## src/rtl/busy_resp_pkg.sv

```systemverilog
package busy_resp_pkg;

  typedef enum logic [1:0] {
    PH_IDLE = 2'd0,
    PH_BUSY = 2'd1,
    PH_DONE = 2'd2
  } phase_t;

  typedef struct packed {
    logic busyOn;
    logic doneOn;
  } ctrl_strobe_t;

endpackage

```

## src/rtl/busy_resp_ctrl.sv

```systemverilog
module busy_resp_ctrl
  import busy_resp_pkg::*;
(
  input  logic         clk,
  input  logic         rstN,
  input  logic         csN,
  input  logic         selQ,
  input  logic         busyIn,
  input  logic         startBusy,
  output ctrl_strobe_t strobe
);

  phase_t phase;
  phase_t phaseNext;
  logic   beginReq;
  logic   hostSawDone;

  assign beginReq    = startBusy & busyIn;
  assign hostSawDone = selQ & csN;

  always_comb begin
    phaseNext = phase;
    unique case (phase)
      PH_IDLE: if (beginReq) phaseNext = PH_BUSY;
      PH_BUSY: if (!busyIn) phaseNext = PH_DONE;
      PH_DONE: begin
        if (beginReq)         phaseNext = PH_BUSY;
        else if (hostSawDone) phaseNext = PH_IDLE;
      end
      default: phaseNext = PH_IDLE;
    endcase
  end

  always_ff @(posedge clk or negedge rstN) begin
    if (!rstN) phase <= PH_IDLE;
    else       phase <= phaseNext;
  end

  assign strobe.busyOn = (phase == PH_BUSY);
  assign strobe.doneOn = (phase == PH_DONE);

endmodule

```

## src/rtl/busy_resp_dp.sv

```systemverilog
module busy_resp_dp
  import busy_resp_pkg::*;
#(
  parameter logic IDLE_LEVEL = 1'b1
) (
  input  logic         clk,
  input  logic         rstN,
  input  logic         csN,
  input  ctrl_strobe_t strobe,
  output logic         selQ,
  output logic         doutVal,
  output logic         doutEn,
  output logic         busySig
);

  logic driveReq;

  always_ff @(posedge clk or negedge rstN) begin
    if (!rstN) selQ <= 1'b0;
    else       selQ <= ~csN;
  end

  assign driveReq = strobe.busyOn | strobe.doneOn;

  always_comb begin
    doutEn  = selQ & driveReq;
    doutVal = doutEn ? ~strobe.busyOn : IDLE_LEVEL;
    busySig = selQ & strobe.busyOn;
  end

endmodule

```

## src/rtl/busy_signal_responder.sv

```systemverilog
module busy_signal_responder
  import busy_resp_pkg::*;
#(
  parameter logic IDLE_LEVEL = 1'b1
) (
  input  logic clk,
  input  logic rstN,
  input  logic csN,
  input  logic busyIn,
  input  logic startBusy,
  output logic doutVal,
  output logic doutEn,
  output logic busySig
);

  ctrl_strobe_t strobe;
  logic         selQ;

  busy_resp_ctrl u_ctrl (
    .clk       (clk),
    .rstN      (rstN),
    .csN       (csN),
    .selQ      (selQ),
    .busyIn    (busyIn),
    .startBusy (startBusy),
    .strobe    (strobe)
  );

  busy_resp_dp #(
    .IDLE_LEVEL (IDLE_LEVEL)
  ) u_dp (
    .clk     (clk),
    .rstN    (rstN),
    .csN     (csN),
    .strobe  (strobe),
    .selQ    (selQ),
    .doutVal (doutVal),
    .doutEn  (doutEn),
    .busySig (busySig)
  );

endmodule

```

## config.mk

```make
export PLATFORM = sky130hd
export DESIGN_NAME = busy_signal_responder
export DESIGN_NICKNAME = d
export VERILOG_FILES = /design/src/rtl/busy_resp_pkg.sv /design/src/rtl/busy_resp_ctrl.sv /design/src/rtl/busy_resp_dp.sv /design/src/rtl/busy_signal_responder.sv
export SDC_FILE = /design/constraint.sdc
export NUM_CORES = 1
export LEC_CHECK = 0
export ABC_CLOCK_PERIOD_IN_PS = 1200
export CAP_MARGIN = 20
export CORE_AREA = 2 2 39 41
export DETAILED_ROUTE_END_ITERATION = 10
export DIE_AREA = 0 0 41 43
export PLACE_DENSITY = 0.3
export SETUP_SLACK_MARGIN = 0.2
export SYNTH_ARGS = -nofsm -noshare
export SYNTH_HDL_FRONTEND = slang
export SYNTH_HIERARCHICAL = 1
export SYNTH_SLANG_ARGS = --single-unit
```

## constraint.sdc

```tcl
create_clock -name clk -period 1.2 [get_ports clk]
set_input_delay 0.12 -clock clk [delete_from_list [all_inputs] [get_ports clk]]
set_output_delay 0.12 -clock clk [all_outputs]
set_load 0.05 [all_outputs]
```

After elaboration in Yosys (flattened, before gate mapping)
Cells that the tools add are included.
Operators by class
  mux-type cells: 6
  reductions and logical operators: 2
  bitwise gates (word level): 7
  eq/ne operators: 5
Operators with widths (number)
  $mux W2: 4
  $pmux W2 S3: 1
  $and A1 B1 Y1: 4
  $ne A3 B3 Y1 const B: 1
  $reduce_and A3 Y1: 1
  $eq A2 B1 Y1 const B: 1
  $eq A2 B2 Y1 const B: 1
  $logic_not A2 Y1: 1
  $ne A2 B1 Y1 const B: 1
  $ne A2 B2 Y1 const B: 1
  $not A1 Y1: 2
  $mux W1: 1
  $or A1 B1 Y1: 1
Storage, ports and cells
  logic and storage cells: 22
  output and inout port bits: 3
  input port bits: 5
  flip-flop bits (word level): 3

Depth between registers and ports, before layout
Gate-level depths: netlist of the first run.
  word-level depth: 4
  mapped depth: 4
  gate-level depth less buffers: 3

Modules after synthesis
The synthesis of the first run kept the hierarchy.
By module, submodules not included
  busy_resp_ctrl: seq. area each 50.0 um2, cells an instance 10, area each 103.8 um2, times used 1
  busy_resp_dp: seq. area each 25.0 um2, cells an instance 5, area each 46.3 um2, times used 1

Worst setup path before layout of the first run
OpenSTA, ideal clock, no wires.
  kind: flip-flop to output port
  from: register u_ctrl.phase[1]
  to: output port busySig
  stages on the path, launching flop included: 5
  required time: 1.080 ns
  path buffers: 1
  arrival: 1.069 ns
  path slack: 0.011 ns
  cell sequence: dfrtp_1 nand2b_1 inv_1 buf_4 and2_1
RTL lines
  start: declaration: line busy_resp_ctrl.sv:13  | phase_t phase;
  start signal: assignment: line busy_resp_ctrl.sv:36  | else phase <= phaseNext;
  end: declaration: line busy_signal_responder.sv:13  | output logic busySig

==> flow_summary.ini, run 1 <==
[yosys]
synthXorXnorAreaFrac = 0
synth.net_count = 20
ys_types = 11
synth_area_per_cell_um2 = 10.01
yosys.area_share.simple = 0.1917
synthAdderAreaFrac = 0
ys_seq_elements = 3
synth_compound_area_frac = 0.2083
synth_top_family_by_area = compound AO/OA/AOI/OAI gates
synth.mux.area_fraction = 0
ys_seq_area_frac = 0.5000
synth_area_um2 = 150.1
yosys_warnings = 6
syn_inst = 15

[routing]
vias_per_cell = 3.548
dr.pass1.iters = 2
ant_nets = 0
vias = 149
drt-initial-drc-count = 2
wl_um = 370
drc = 0
wire_per_inst_um = 8.810

[sta]
finClkSkew_ns = 0.004275
hold_viol = 0
fin_crit_ns = 1.256
period_share = 1.046
grt_setup_unrepaired = yes
fmax_mhz = 796.4
setup_viol = 2
slew_headroom = 0.8945
maxSlewViolCount = 0
holdWs_ns = 0.06637
setup_slack_ns = -0.05563
worst_slew_pin_slew_ns = 0.1583

[global_routing]
grt_usage = 0.06332
grt_pass1_vias = 165
grt_pass1_wl_um = 648
use_met3 = 0.05236
busiest_layer = met4
grtUsageMet2 = 0.07500
use_met1 = 0.05484
antenna_found_initial = 0
grt_max_degree = 5
grt.overflow.total = 0

[min_path]
hold_path.class = input port to asynchronous set/reset pin

[worst_setup_path]
path_class = flop to primary output
regToRegSetupSlack_ns = 0.30
reg2reg_to = u_ctrl/phase[1]
r2r_start = u_ctrl/phase[1]
crit_path_end_kind = primary output
cp_max_fo = 3
worst_ep_arrival_time_ns = 1.14
required_ns = 1.08
r2r_cells = 3
start_kind = flop

[power]
power_leakage_nw = 0.1400
p_per_area_mw_per_mm2 = 1327
p_seq_frac = 0.277
p_int_w = 0.0003106
swShare = 0.2858
comb_power_share = 0.307
peakVddDrop_v = 0.0003106
clock_power_share = 0.416
p_switching_w = 0.0001243

[floorplan]
placementRows = 14
initial_core_util = 0.1085
die_y_um = 43
core_area_mm2 = 0.001384
ios = 8
die-area_mm2 = 0.001763
die_w_um = 41

[layout]
final_cells = 42
drive_gt1_frac = 0.5385
antennaDiodeCount = 0
syn2layout_area_growth_pct = 118.3
final_common_cell = clkdlybuf4s50_1
nFillCells = 149
final_cell_mix = 4 x clkdlybuf4s50_1, 3 x clkbuf_4, 3 x buf_12, 2 x dfrtp_1
nets = 32

[clock_network]
clock_path_buffers = 2
path_clk_slew_ns = 0.04
cts_root_buf = clkbuf_4
numCtsBuffers = 3
clkLatencyLatePin_ns = 0.24
cts.htree.levels = 1
cts_hold_buf = 0
cts_tree = done
cts_sinks = 3

[run_status]
violations = setup timing
status = complete, but fails checks

[placed_design]
routabilityCongestion = 0.5741
place_ws_ns = 0.1361
dp.cells = 37
place_hpwl_um = 280.3
portBuffers = 7

[job]
maxCapViolCount = 0
[worst max-delay path, stage by stage (launching register included)]
cell      delay, ns
dfrtp_2        0.43
nand2b_4       0.09
inv_4          0.04
o21a_4         0.19
buf_12         0.14
[cell type report]
| class | instances | area, um^2 | area share |
|---|---|---|---|
| Clock buffer | 4 | 26.28 | 0.08015 |
| Inverter | 2 | 10.01 | 0.03053 |
| Multi-Input combinational cell | 9 | 87.58 | 0.2672 |
| Sequential cell | 3 | 76.32 | 0.2328 |
| Tap cell | 16 | 20.02 | 0.06107 |
| Timing Repair Buffer | 8 | 107.6 | 0.3282 |
[synthesized netlist by cell type]
master / count / area share
nor2b_1: 1 / 0.042
nand2b_1: 2 / 0.083
o21a_1: 1 / 0.050
a21boi_1: 1 / 0.050
dfrtp_1: 3 / 0.50
inv_1: 2 / 0.050
o2bb2ai_1: 1 / 0.058
nand2_1: 1 / 0.025
and2_1: 1 / 0.042
a22oi_1: 1 / 0.050
buf_4: 1 / 0.050
[state kept, by name, indices dropped and copies added, names as in the netlist]
name,count
u_dp/selQ,1
u_ctrl/phase,2
[how the worst max path moves through the flow]
stage	start	end	slack [ns]	cells after the start
3_5_place_dp	u_ctrl/phase[0]	doutEn	0.14	4
2_1_floorplan	u_ctrl/phase[1]	busySig	0.13	4
4_1_cts	u_ctrl/phase[1]	doutEn	-0.06	3
3_3_place_gp	u_ctrl/phase[0]	doutEn	0.15	4
5_1_grt	u_ctrl/phase[0]	doutEn	-0.1	4
6_report	u_ctrl/phase[0]	doutEn	-0.06	4
[metrics by stage]
stage | util | power, W | instance area (um^2) | setup TNS [ns]
after global placement | 0.1935 | 0.0002288 | 267.8 | 0
after detailed placement | 0.1935 | 0.0002293 | 267.8 | 0
after floorplan | - | 0.0001760 | 155.1 | 0
after global routing | 0.2369 | 0.0004695 | 327.8 | -0.1887
final | 0.2369 | 0.0004350 | 327.8 | -0.06945
after CTS | 0.2324 | 0.0004390 | 321.6 | -0.06997
[logic make-up after synthesis]
logic type	count (synthesis)
flip-flops	3
AND/OR/NAND/NOR	5
buffers and inverters	3
AO/OA/AOI/OAI	4
[layer usage]
metal,up-vias,wire length [um]
met1,67,135
li1,70,-
met5,-,0
met4,0,10
met2,10,166
met3,2,57
[timing repair]
item                       in CTS  in global routing
pin swaps                       1                  0
setup endpoints to repair       3                  3
buffers inserted                1                  0
gates resized for setup         6                  2
[power groups by stage]
stage,sequential [W],clock (W),combinational (W)
2_1_floorplan,0.000116,0,0.0000602
3_3_place_gp,0.000117,0,0.000112
3_5_place_dp,0.000117,0,0.000112
4_1_cts,0.000119,0.000188,0.000132
5_1_grt,0.000122,0.000207,0.000141
6_report,0.000121,0.000181,0.000133
Note: power is estimated with default switching activity, not from simulation.
==> run 2: changes to the inputs <==
--- a/config.mk
+++ b/config.mk
@@ -6,7 +6,6 @@
 export NUM_CORES = 1
 export LEC_CHECK = 0
 export ABC_CLOCK_PERIOD_IN_PS = 1200
-export CAP_MARGIN = 20
 export CORE_AREA = 2 2 39 41
 export DETAILED_ROUTE_END_ITERATION = 10
 export DIE_AREA = 0 0 41 43
==> constraint.sdc (replaced) <==
create_clock -name clk -period 1.2 [get_ports clk]
set_input_delay 0.12 -clock clk [delete_from_list [all_inputs] [get_ports clk]]
set_output_delay 0.12 -clock clk [all_outputs]
set_load 0.01 [all_outputs]
==> run 2 against run 1 <==
Compared with the run above:
- the run now ends clean
- clock skew is 0.0042 ns lower
- utilization is 4.2 points lower
- routed wire length is 2.7% lower
- die area stayed put
- clock power is 3% lower
- combinational power is 46% lower
- via count is 6.0% lower
- setup slack better by 0.072 ns
- flip-flop and latch count stayed put
- non-clock buffer count is 1 higher
- design area is 18% lower
- first-iteration DRC count is 100% higher
- critical path type unchanged
- largest cell class is now registers
- highest routed layer is now met3
==> flow_summary.ini, run 2 (synthesis gave the netlist of run 1 again) <==
[run_status]
status = finished clean

[layout]
regMostFlops = u_ctrl/phase
final_cell_mix = 4 x clkdlybuf4s50_1, 3 x clkbuf_4, 3 x buf_2, 3 x dfrtp_1, 2 x buf_4
drive_gt1_frac = 0.4074
reg_top3 = u_ctrl/phase (2), u_dp/selQ (1)
nets = 33
antennaDiodeCount = 0
syn2layout_area_growth_pct = 79.17
largest_reg_flops = 2
final_common_cell = clkdlybuf4s50_1
nFillCells = 162

[routing]
drc = 0
wire_per_inst_um = 8.372
dr.pass1.iters = 3
vias_per_cell = 3.256
wl_um = 360
ant_nets = 0
vias = 140
drt-initial-drc-count = 4

[worst_setup_path]
path_class = flop to primary output
crit_path_end_kind = primary output
max_stage_delay_ns = 0.42
worst_ep_arrival_time_ns = 1.06
cp_max_fo = 3
crit_family = flip-flops
required_ns = 1.08
critPathBufInv = 2
crit_slowest_cell = dfrtp_1
crit_chain = nand2b_4 > inv_2 > o21a_1 > buf_2
start_kind = flop

[power]
comb_power_share = 0.197
clock_power_share = 0.480
p_int_w = 0.0002799
p_switching_w = 0.00008617
swShare = 0.2354
p_seq_frac = 0.323
p_per_area_mw_per_mm2 = 1361
peakVddDrop_v = 0.0003498
power_leakage_nw = 0.1267

[clock_network]
cts_tree = done
clkLatencyLatePin_ns = 0.23
cts_sinks = 3
cts_root_buf = clkbuf_4
cts.htree.levels = 1
cts_hold_buf = 0
clock_path_buffers = 2
path_clk_slew_ns = 0.04
numCtsBuffers = 3

[floorplan]
die-area_mm2 = 0.001763
ios = 8
initial_core_util = 0.1085
core_area_mm2 = 0.001384
die_w_um = 41
placementRows = 14
die_y_um = 43

[sta]
worst_slew_pin_slew_ns = 0.1677
fmax_mhz = 844.8
finClkSkew_ns = 0.00006671
period_share = 0.9864
slew_headroom = 0.8880
maxSlewViolCount = 0
grt_setup_unrepaired = yes
setup_viol = 0
hold_viol = 0
holdWs_ns = 0.06974
fin_crit_ns = 1.184
setup_tns_ns = 0

[placed_design]
routabilityCongestion = 0.5324
portBuffers = 7

[job]
maxCapViolCount = 0

[global_routing]
grt.overflow.total = 0
grt_pass1_wl_um = 517
antenna_found_initial = 0
grt_pass1_vias = 132
grt_max_degree = 5
grt_usage = 0.05040

[min_path]
hold_path.class = input port to asynchronous set/reset pin
[run 2: metrics by stage]
step	cell area (um^2)	utilization	worst slack, ns	cells	power (W)
2_1_floorplan	150.1	-	0.2529	15	0.0001488
3_3_place_gp	247.7	0.1790	-0.1608	39	0.0001902
3_5_place_dp	247.7	0.1790	-0.1639	39	0.0001909
4_1_cts	259.0	0.1872	-0.009874	43	0.0003679
5_1_grt	269.0	0.1944	-0.03404	43	0.0003974
6_report	269.0	0.1944	0.01632	43	0.0003661
[run 2: final timing paths]
| check | from | endpoint | slack [ns] | depth (start not counted) |
|---|---|---|---|---|
| min in group clk | csN | u_dp/selQ | 0.41 | 2 |
| max | u_ctrl/phase[0] | doutEn | 0.02 | 4 |
| min reg2reg | u_dp/selQ | u_ctrl/phase[1] | 0.63 | 2 |
| min | rstN | u_ctrl/phase[1] | 0.07 | 1 |
| max reg2reg | u_ctrl/phase[1] | u_ctrl/phase[1] | 0.32 | 3 |
| max in group asynchronous | rstN | u_dp/selQ | 0.99 | 1 |
[run 2: timing repair]
| item | CTS | global route |
|---|---|---|
| resized for setup | 12 | 3 |
| buffers inserted | 0 | 0 |
| setup endpoints to repair | 3 | 3 |
| pin swaps | 1 | 0 |
[run 2: layer usage]
layer | GRT usage | vias up | wire length (um)
met2 | 0.04375 | 10 | 144
met1 | 0.06840 | 58 | 165
met3 | 0.03141 | 0 | 50
met4 | 0.06000 | 0 | 0
li1 | - | 72 | -
met5 | 0 | - | 0
[run 2: final cells by class]
type                            instances  area [um^2]  area share
Clock buffer                            4        26.28     0.09767
Inverter                                2        7.507     0.02791
Multi-Input combinational cell          9        70.07      0.2605
Sequential cell                         3        75.07      0.2791
Tap cell                               16        20.02     0.07442
Timing Repair Buffer                    9        70.07      0.2605
[run 2: power by group through the flow]
stage | combinational, W | sequential [W] | clock (W)
global route | 0.0000799 | 0.000119 | 0.000198
CTS | 0.0000666 | 0.000116 | 0.000186
global placement | 0.0000735 | 0.000117 | 0
finish | 0.0000720 | 0.000118 | 0.000176
detailed placement | 0.0000740 | 0.000117 | 0
floorplan | 0.0000333 | 0.000116 | 0
[run 2: worst register-to-register path, cell delays in order (launching register included)]
cell and delay, ns:
dfrtp_1 0.36, nor2b_2 0.16, buf_4 0.13, o2bb2ai_1 0.12
